<file path="src/rtl/tmr_pkg.sv">
package tmr_pkg;
    // Control word field positions
    localparam int CTL_RPT_BIT = 0;
    localparam int CTL_EN_BIT  = 1;
endpackage

</file>
<file path="src/rtl/tmr_reload_regs.sv">
module tmr_reload_regs #(
    parameter int CNT_W  = 16,
    parameter int DATA_W = 8,
    localparam int LANES = CNT_W / DATA_W
) (
    input  logic              clk,
    input  logic              rst_n,
    input  logic [LANES-1:0]  wr_stb,
    input  logic [DATA_W-1:0] wr_data,
    output logic [CNT_W-1:0]  reload_o
);
    logic [CNT_W-1:0] rld_d, rld_q;

    for (genvar l = 0; l < LANES; l++) begin : g_lane
        always_comb begin
            rld_d[l*DATA_W +: DATA_W] = rld_q[l*DATA_W +: DATA_W];
            if (wr_stb[l]) begin
                rld_d[l*DATA_W +: DATA_W] = wr_data;
            end
        end
    end

    always_ff @(posedge clk or negedge rst_n) begin
        if (!rst_n) begin
            rld_q <= '0;
        end else begin
            rld_q <= rld_d;
        end
    end

    assign reload_o = rld_q;
endmodule

</file>
<file path="src/rtl/tmr_count_core.sv">
module tmr_count_core #(
    parameter int CNT_W = 16
) (
    input  logic             clk,
    input  logic             rst_n,
    input  logic             io_en,
    input  logic             ctl_wr,
    input  logic             ctl_en,
    input  logic             ctl_rpt,
    input  logic [CNT_W-1:0] reload,
    output logic             fire_o,
    output logic             kill_o
);
    localparam logic [CNT_W-1:0] ONE = CNT_W'(1);

    typedef struct packed {
        logic [CNT_W-1:0] cnt;
        logic             en;
        logic             rpt;
    } core_t;

    core_t st_d, st_q;
    logic  fire_d, kill_d;

    always_comb begin
        st_d   = st_q;
        fire_d = 1'b0;
        kill_d = 1'b0;
        if (!io_en) begin
            st_d.en = 1'b0;
            kill_d  = 1'b1;
        end else if (ctl_wr) begin
            st_d.en  = ctl_en;
            st_d.rpt = ctl_rpt;
            if (ctl_en) begin
                st_d.cnt = reload;
            end else begin
                kill_d = 1'b1;
            end
        end else if (st_q.en) begin
            if (st_q.cnt == '0) begin
                fire_d   = 1'b1;
                st_d.cnt = reload;
                st_d.en  = st_q.rpt;
            end else begin
                st_d.cnt = st_q.cnt - ONE;
            end
        end
    end

    always_ff @(posedge clk or negedge rst_n) begin
        if (!rst_n) begin
            st_q <= '0;
        end else begin
            st_q <= st_d;
        end
    end

    assign fire_o = fire_d;
    assign kill_o = kill_d;
endmodule

</file>
<file path="src/rtl/tmr_pending_flag.sv">
module tmr_pending_flag (
    input  logic clk,
    input  logic rst_n,
    input  logic set_i,
    input  logic clr_i,
    output logic pend_o
);
    logic pend_d, pend_q;

    always_comb begin
        pend_d = pend_q;
        if (set_i) begin
            pend_d = 1'b1;
        end else if (clr_i) begin
            pend_d = 1'b0;
        end
    end

    always_ff @(posedge clk or negedge rst_n) begin
        if (!rst_n) begin
            pend_q <= 1'b0;
        end else begin
            pend_q <= pend_d;
        end
    end

    assign pend_o = pend_q;
endmodule

</file>
<file path="src/rtl/tmr_irq_unit.sv">
module tmr_irq_unit #(
    parameter int CNT_W  = 16,
    parameter int DATA_W = 8,
    localparam int LANES = CNT_W / DATA_W
) (
    input  logic              clk,
    input  logic              rst_n,
    input  logic              io_en,
    input  logic [LANES-1:0]  rld_wr_stb,
    input  logic              ctl_wr_stb,
    input  logic              stat_rd_stb,
    input  logic [DATA_W-1:0] wr_data,
    output logic              irq_o,
    output logic              pend_o
);
    import tmr_pkg::*;

    logic [CNT_W-1:0] reload_w;
    logic             fire_w;
    logic             kill_w;
    logic             pend_w;

    tmr_reload_regs #(.CNT_W(CNT_W), .DATA_W(DATA_W)) u_rld (
        .clk      (clk),
        .rst_n    (rst_n),
        .wr_stb   (rld_wr_stb),
        .wr_data  (wr_data),
        .reload_o (reload_w)
    );

    tmr_count_core #(.CNT_W(CNT_W)) u_core (
        .clk     (clk),
        .rst_n   (rst_n),
        .io_en   (io_en),
        .ctl_wr  (ctl_wr_stb),
        .ctl_en  (wr_data[CTL_EN_BIT]),
        .ctl_rpt (wr_data[CTL_RPT_BIT]),
        .reload  (reload_w),
        .fire_o  (fire_w),
        .kill_o  (kill_w)
    );

    tmr_pending_flag u_pend (
        .clk    (clk),
        .rst_n  (rst_n),
        .set_i  (fire_w),
        .clr_i  (kill_w | stat_rd_stb),
        .pend_o (pend_w)
    );

    assign irq_o  = pend_w;
    assign pend_o = pend_w;
endmodule

</file>
<file path="config.mk">
export PLATFORM = sky130hd
export DESIGN_NAME = tmr_irq_unit
export DESIGN_NICKNAME = d
export VERILOG_FILES = /design/src/rtl/tmr_pkg.sv /design/src/rtl/tmr_reload_regs.sv /design/src/rtl/tmr_count_core.sv /design/src/rtl/tmr_pending_flag.sv /design/src/rtl/tmr_irq_unit.sv
export SDC_FILE = /design/constraint.sdc
export NUM_CORES = 1
export LEC_CHECK = 0
export ABC_CLOCK_PERIOD_IN_PS = 3110
export BUFFER_PORTS_ARGS = -buffer_cell sky130_fd_sc_hd__buf_4
export CAP_MARGIN = 10
export CORE_MARGIN = 2
export CORE_UTILIZATION = 50
export CTS_CLUSTER_SIZE = 25
export DETAILED_ROUTE_END_ITERATION = 8
export PLACE_DENSITY = 0.72
export SETUP_SLACK_MARGIN = 0.1
export SLEW_MARGIN = 5
export SYNTH_ARGS = -nofsm -noshare
export SYNTH_HDL_FRONTEND = slang
export SYNTH_SLANG_ARGS = --single-unit
</file>
<file path="constraint.sdc">
create_clock -name clk -period 3.11 [get_ports clk]
set_input_delay 0.622 -clock clk [delete_from_list [all_inputs] [get_ports clk]]
set_output_delay 0.622 -clock clk [all_outputs]
set_load 0.05 [all_outputs]
</file>
-- Word level (Yosys, flattened, before mapping)
Index checks and enable logic that the tools add are counted.
- register bits after elaboration: 35
- input port bits: 15
- output and inout bits: 2
- logic and storage cells: 29
- $add $sub $neg: 1
- equality and inequality tests: 1
- multiplexer cells: 15
- bitwise operators: 1
- reduce and logical (&&, ||, !) cells: 5
- operators with widths (kind ; count):
    2-to-1 mux 17 bit ; 2
    2-to-1 mux 16 bit ; 2
    zero test 16 bit ; 1
    subtractor 16 x 1 -> 16 bit, second input constant ; 1
    2-to-1 mux 1 bit ; 11
    nonzero test 2 bit ; 2
    AND reduction 3 bit ; 1
    inequality test 2 x 1 -> 1 bit, second input constant ; 1
    AND reduction 2 bit ; 1
    OR 1 bit ; 1

-- Depth between registers and ports, before layout
- word-level depth: 6
- mapped depth: 9
- depth with buffers taken out: 7

-- Hierarchy
Synthesis repeated with hierarchy kept, for this count alone.
- cell total of the unflattened synthesis: 199
- area total of the unflattened synthesis: 2093.3 sq um
- modules (own cells, without submodules) (module ; times used ; cells each ; area an instance (sq um) ; sequential area each (sq um)):
    tmr_count_core ; 1 ; 160 ; 1380.1 ; 450.4
    tmr_reload_regs ; 1 ; 34 ; 663.1 ; 400.4
    tmr_pending_flag ; 1 ; 3 ; 36.3 ; 25.0
    tmr_irq_unit ; 1 ; 2 ; 13.8 ; 0.0

-- Worst setup path before layout
Ideal clock, no wire load.
- path type: input -> register
- start point: in ctl_wr_stb
- end point: reg u_core.st_q[10] (netlist name)
- setup time: 0.126 ns
- arrival time: 1.950 ns
- data required time: 2.984 ns
- path slack: 1.033 ns
- cell stages on the path: 6
- buffers on the path: 2
- cells stage by stage: clkbuf_1 -> nand2b_1 -> a41oi_1 -> nor2_2 -> buf_6 -> a221o_1
- word-level cells in the longest chain between the ends: 2
- elaborated cells between the ends (all ways): 4
- those cells by class: eq/ne (1); mux (1); reduce/logical (2)
- ends and longest elaborated chain (what ; RTL line ; source):
    start: declaration ; tmr_irq_unit.sv:10 ; input logic ctl_wr_stb,
    inequality test 2 x 1 -> 1 bit (no line) or nonzero test 2 bit (tied branches) ; - ;
    AND reduction 3 bit (no line) ; - ;
    end signal: assignment ; tmr_count_core.sv:55 ; st_q <= st_d;
    end: declaration ; tmr_count_core.sv:22 ; core_t st_d, st_q;
Parallel ways exist; a longest one is shown, timed or not.
A chain may end at the register's enable or synchronous reset.

-- Worst setup path in the final report
- start point: reg u_core.st_q[2] (netlist name)
- end point: reg u_core.st_q[13] (netlist name)
- word-level cells in the longest chain between the ends: 4
- elaborated cells between the ends (all ways): 5
- those cells by class: add/sub (1); mux (3); reduce/logical (1)
- ends and longest elaborated chain (what ; RTL line ; source):
    subtractor 16 x 1 -> 16 bit or zero test 16 bit (tied branches) ; tmr_count_core.sv:46, tmr_count_core.sv:41 ;
    2-to-1 mux 16 bit * ; tmr_count_core.sv:41 ; if (st_q.cnt == '0) begin
    2-to-1 mux 17 bit * ; tmr_count_core.sv:40 ; end else if (st_q.en) begin
    2-to-1 mux 17 bit * ; tmr_count_core.sv:32 ; end else if (ctl_wr) begin
Every way passes the cells marked *; elsewhere a longest branch is shown, timed or not. The select of a mux whose other input is x is not followed.

==> impl_metrics.json <==
{
  "rows": 22,
  "status": "complete, no violations",
  "hp-class": "in2async",
  "cp.arrival_ns": 2.86,
  "wl_per_cell_um": 17.8,
  "htree_levels": 2,
  "clockPowerShare": 0.270,
  "crit_buf_inv": 1,
  "tritoncts": "yes",
  "synth_edf_count": 0,
  "port_buffers": 16,
  "synth.avg_cell_area_um2": 10.6,
  "clock_latency_ns": 0.30,
  "vias": 1564,
  "fin_crit_sh": 0.844,
  "drt_iter0_markers": 104,
  "criticalPathCategory": "reg2reg",
  "p_sw_frac": 0.335,
  "firstDrtPassIters": 4,
  "ant_nets": 0,
  "slowest_delay_ns": 0.54,
  "cp_slowest_cell": "nor2_2",
  "insertedDiodeCount": 0,
  "io_pins": 17,
  "worst_pin_slew_ns": 0.739,
  "seq_power_share": 0.529,
  "cts.repair.resized": 0,
  "cts.sinks": 35,
  "crit_family": "simple AND/OR/NAND/NOR gates",
  "layout_common_cells": "dfrtp_1, nand2_1, mux2_2, buf_4, nor3_1",
  "worstPathRequired_ns": 3.34,
  "core_area_um2": 3610,
  "r2r_start": "u_core.st_q[2]$_DFFE_PN0P_",
  "yosys_most_used_dff": "dfrtp_1",
  "gr-total-overflow": 0,
  "seq_area_frac_synth": 0.472,
  "route.detailed.drc": 0,
  "initial_core_util": 0.514,
  "cts_hold_buf": 0,
  "async_reset_ff_frac": 1.00,
  "grt_pass1_vias": 1452,
  "report.final.slew_viol_count": 0,
  "yosysTopAreaCellShare": 0.472,
  "p_leak_nw": 0.831,
  "slew_headroom": 0.501,
  "final_nets": 207,
  "fill_cells": 321,
  "skew_ns": 0.00504,
  "synthTopCellsByArea": "dfrtp_1, mux2_2, nand2_1",
  "p_int_mw": 0.802,
  "power_density_nw_per_um2": 587,
  "timing.hold.ws_ns": 0.270,
  "die_h_um": 64.9,
  "area_growth_pct": 10.7,
  "post_cts.repair.setup_buffers": 0,
  "fp.dieW_um": 64.9,
  "worstPathCellList": "inv_1 -> ha_1 -> nor4b_1 -> a41oi_1 -> nor2_2 -> nand2_1 -> nand4_1",
  "die-area_um2": 4210,
  "hold_viol": 0,
  "setup_violations": 0,
  "track_usage": 0.234,
  "drive_above_1_share": 0.236,
  "timing.fmax_ghz": 0.381,
  "drt-vias-per-instance": 6.54,
  "cap_violations": 0,
  "switchingPower_mw": 0.404,
  "grt_antenna_before_repair": 0,
  "grt_pass1_wl_mm": 7.33,
  "dp_hpwl_mm": 3.14,
  "yosysTopAreaCell": "dfrtp_1",
  "r2r_end": "u_core.st_q[13]$_DFFE_PN0P_",
  "ys_ff_latch": 35,
  "tns_ns": 0,
  "clkSlewWorstSetupHoldPaths_ns": 0.07,
  "cts_buffer_depth": 2,
  "netlist_area_um2": 1850,
  "worst_setup_path_end_kind": "register",
  "final_core_util": 0.569,
  "cts_made_buffers": 5,
  "rsz0062_at_grt": "no",
  "finalWirelength_mm": 4.26,
  "yosys_warnings": 0,
  "ctsRootBufferMaster": "clkbuf_8",
  "critPathLaunchType": "register",
  "final_common_cell": "dfrtp_1",
  "syn_inst": 175,
  "grt_start_max_net_pins": 36,
  "rr_worst_depth": 7,
  "rrSetupSlack_ns": 0.49,
  "p_total_mw": 1.21,
  "synth_nets": 192,
  "ir_drop_mv": 0.300,
  "place_congestion": 0.915,
  "path_max_fanout": 13,
  "fin_crit_ns": 2.62,
  "synth_cell_types": 46,
  "power_frac_comb": 0.201
}
-- kinds of logic after synthesis --
family	synth area share
multiplexers	0.103
adder cells (fa/ha/maj)	0.0135
flip-flops	0.472
AO/OA/AOI/OAI	0.169
buffers and inverters	0.0459
AND/OR/NAND/NOR	0.196
-- worst max-delay path by stage --
stage | start | end | slack [ns] | depth (start not counted)
after floorplan | ctl_wr_stb | u_core.st_q[10]$_DFFE_PN0P_ | 1.03 | 6
after global placement | u_core.st_q[2]$_DFFE_PN0P_ | u_core.st_q[14]$_DFFE_PN0P_ | 0.74 | 7
after detailed placement | u_core.st_q[2]$_DFFE_PN0P_ | u_core.st_q[13]$_DFFE_PN0P_ | 0.62 | 7
after CTS | u_core.st_q[2]$_DFFE_PN0P_ | u_core.st_q[13]$_DFFE_PN0P_ | 0.61 | 7
after global routing | u_core.st_q[2]$_DFFE_PN0P_ | u_core.st_q[4]$_DFFE_PN0P_ | 0.28 | 7
final | u_core.st_q[2]$_DFFE_PN0P_ | u_core.st_q[13]$_DFFE_PN0P_ | 0.49 | 7
-- worst register-to-register path, stage by stage (launching register included) --
cell	delay [ns]
dfrtp_1	0.40
inv_1	0.17
ha_1	0.23
nor4b_1	0.51
a41oi_1	0.45
nor2_2	0.54
nand2_1	0.16
nand4_1	0.10
-- cells in the mapped netlist, types with 3 or more instances --
library cell / n
o21ai_0: 3
buf_6: 3
inv_1: 3
o211ai_1: 3
a21oi_1: 8
nand3_1: 7
mux2_2: 17
nor3_1: 9
nand2_1: 19
o31ai_1: 4
nand4_1: 3
nor2_1: 6
o21ai_1: 3
a221o_1: 5
clkbuf_1: 3
dfrtp_1: 35
nor2b_1: 3
or3_1: 5
-- cell type report --
| type | count | area, µm² | share of cell area |
|---|---|---|---|
| inverters | 3 | 11.3 | 0.00548 |
| multi-input cells | 128 | 893 | 0.435 |
| clock inverters | 2 | 12.5 | 0.00609 |
| repair buffers | 17 | 128 | 0.0622 |
| well taps | 48 | 60.1 | 0.0293 |
| flip-flops and latches | 35 | 876 | 0.427 |
| clock buffers | 6 | 72.6 | 0.0353 |
-- layer usage --
layer	GRT usage	up-vias	wire length [µm]
met2	0.369	78	2040
met3	0.0677	11	429
met5	0	-	0
met4	0.0878	0	83
li1	-	699	-
met1	0.306	776	1710
-- state kept, by name (all words and copies together), names as in the netlist --
name            cells
u_rld.reload_o     16
u_pend.pend_o       1
u_core.st_q        18
-- per-stage QoR --
stage	setup slack (ns)	std cells	area, µm²
2_1_floorplan	1.03	175	1850
3_3_place_gp	0.740	231	1970
3_5_place_dp	0.618	231	1970
4_1_cts	0.613	239	2050
5_1_grt	0.276	239	2050
6_report	0.486	239	2050
-- power by group through the flow --
stage               combinational [mW]  sequential (mW)  clock, mW
floorplan                        0.203            0.603          0
finish                           0.242            0.637      0.326
global route                     0.273            0.647      0.358
CTS                              0.242            0.634      0.330
global placement                 0.228            0.636          0
detailed placement               0.240            0.643          0
No activity file was read; power rests on OpenSTA's default activity.
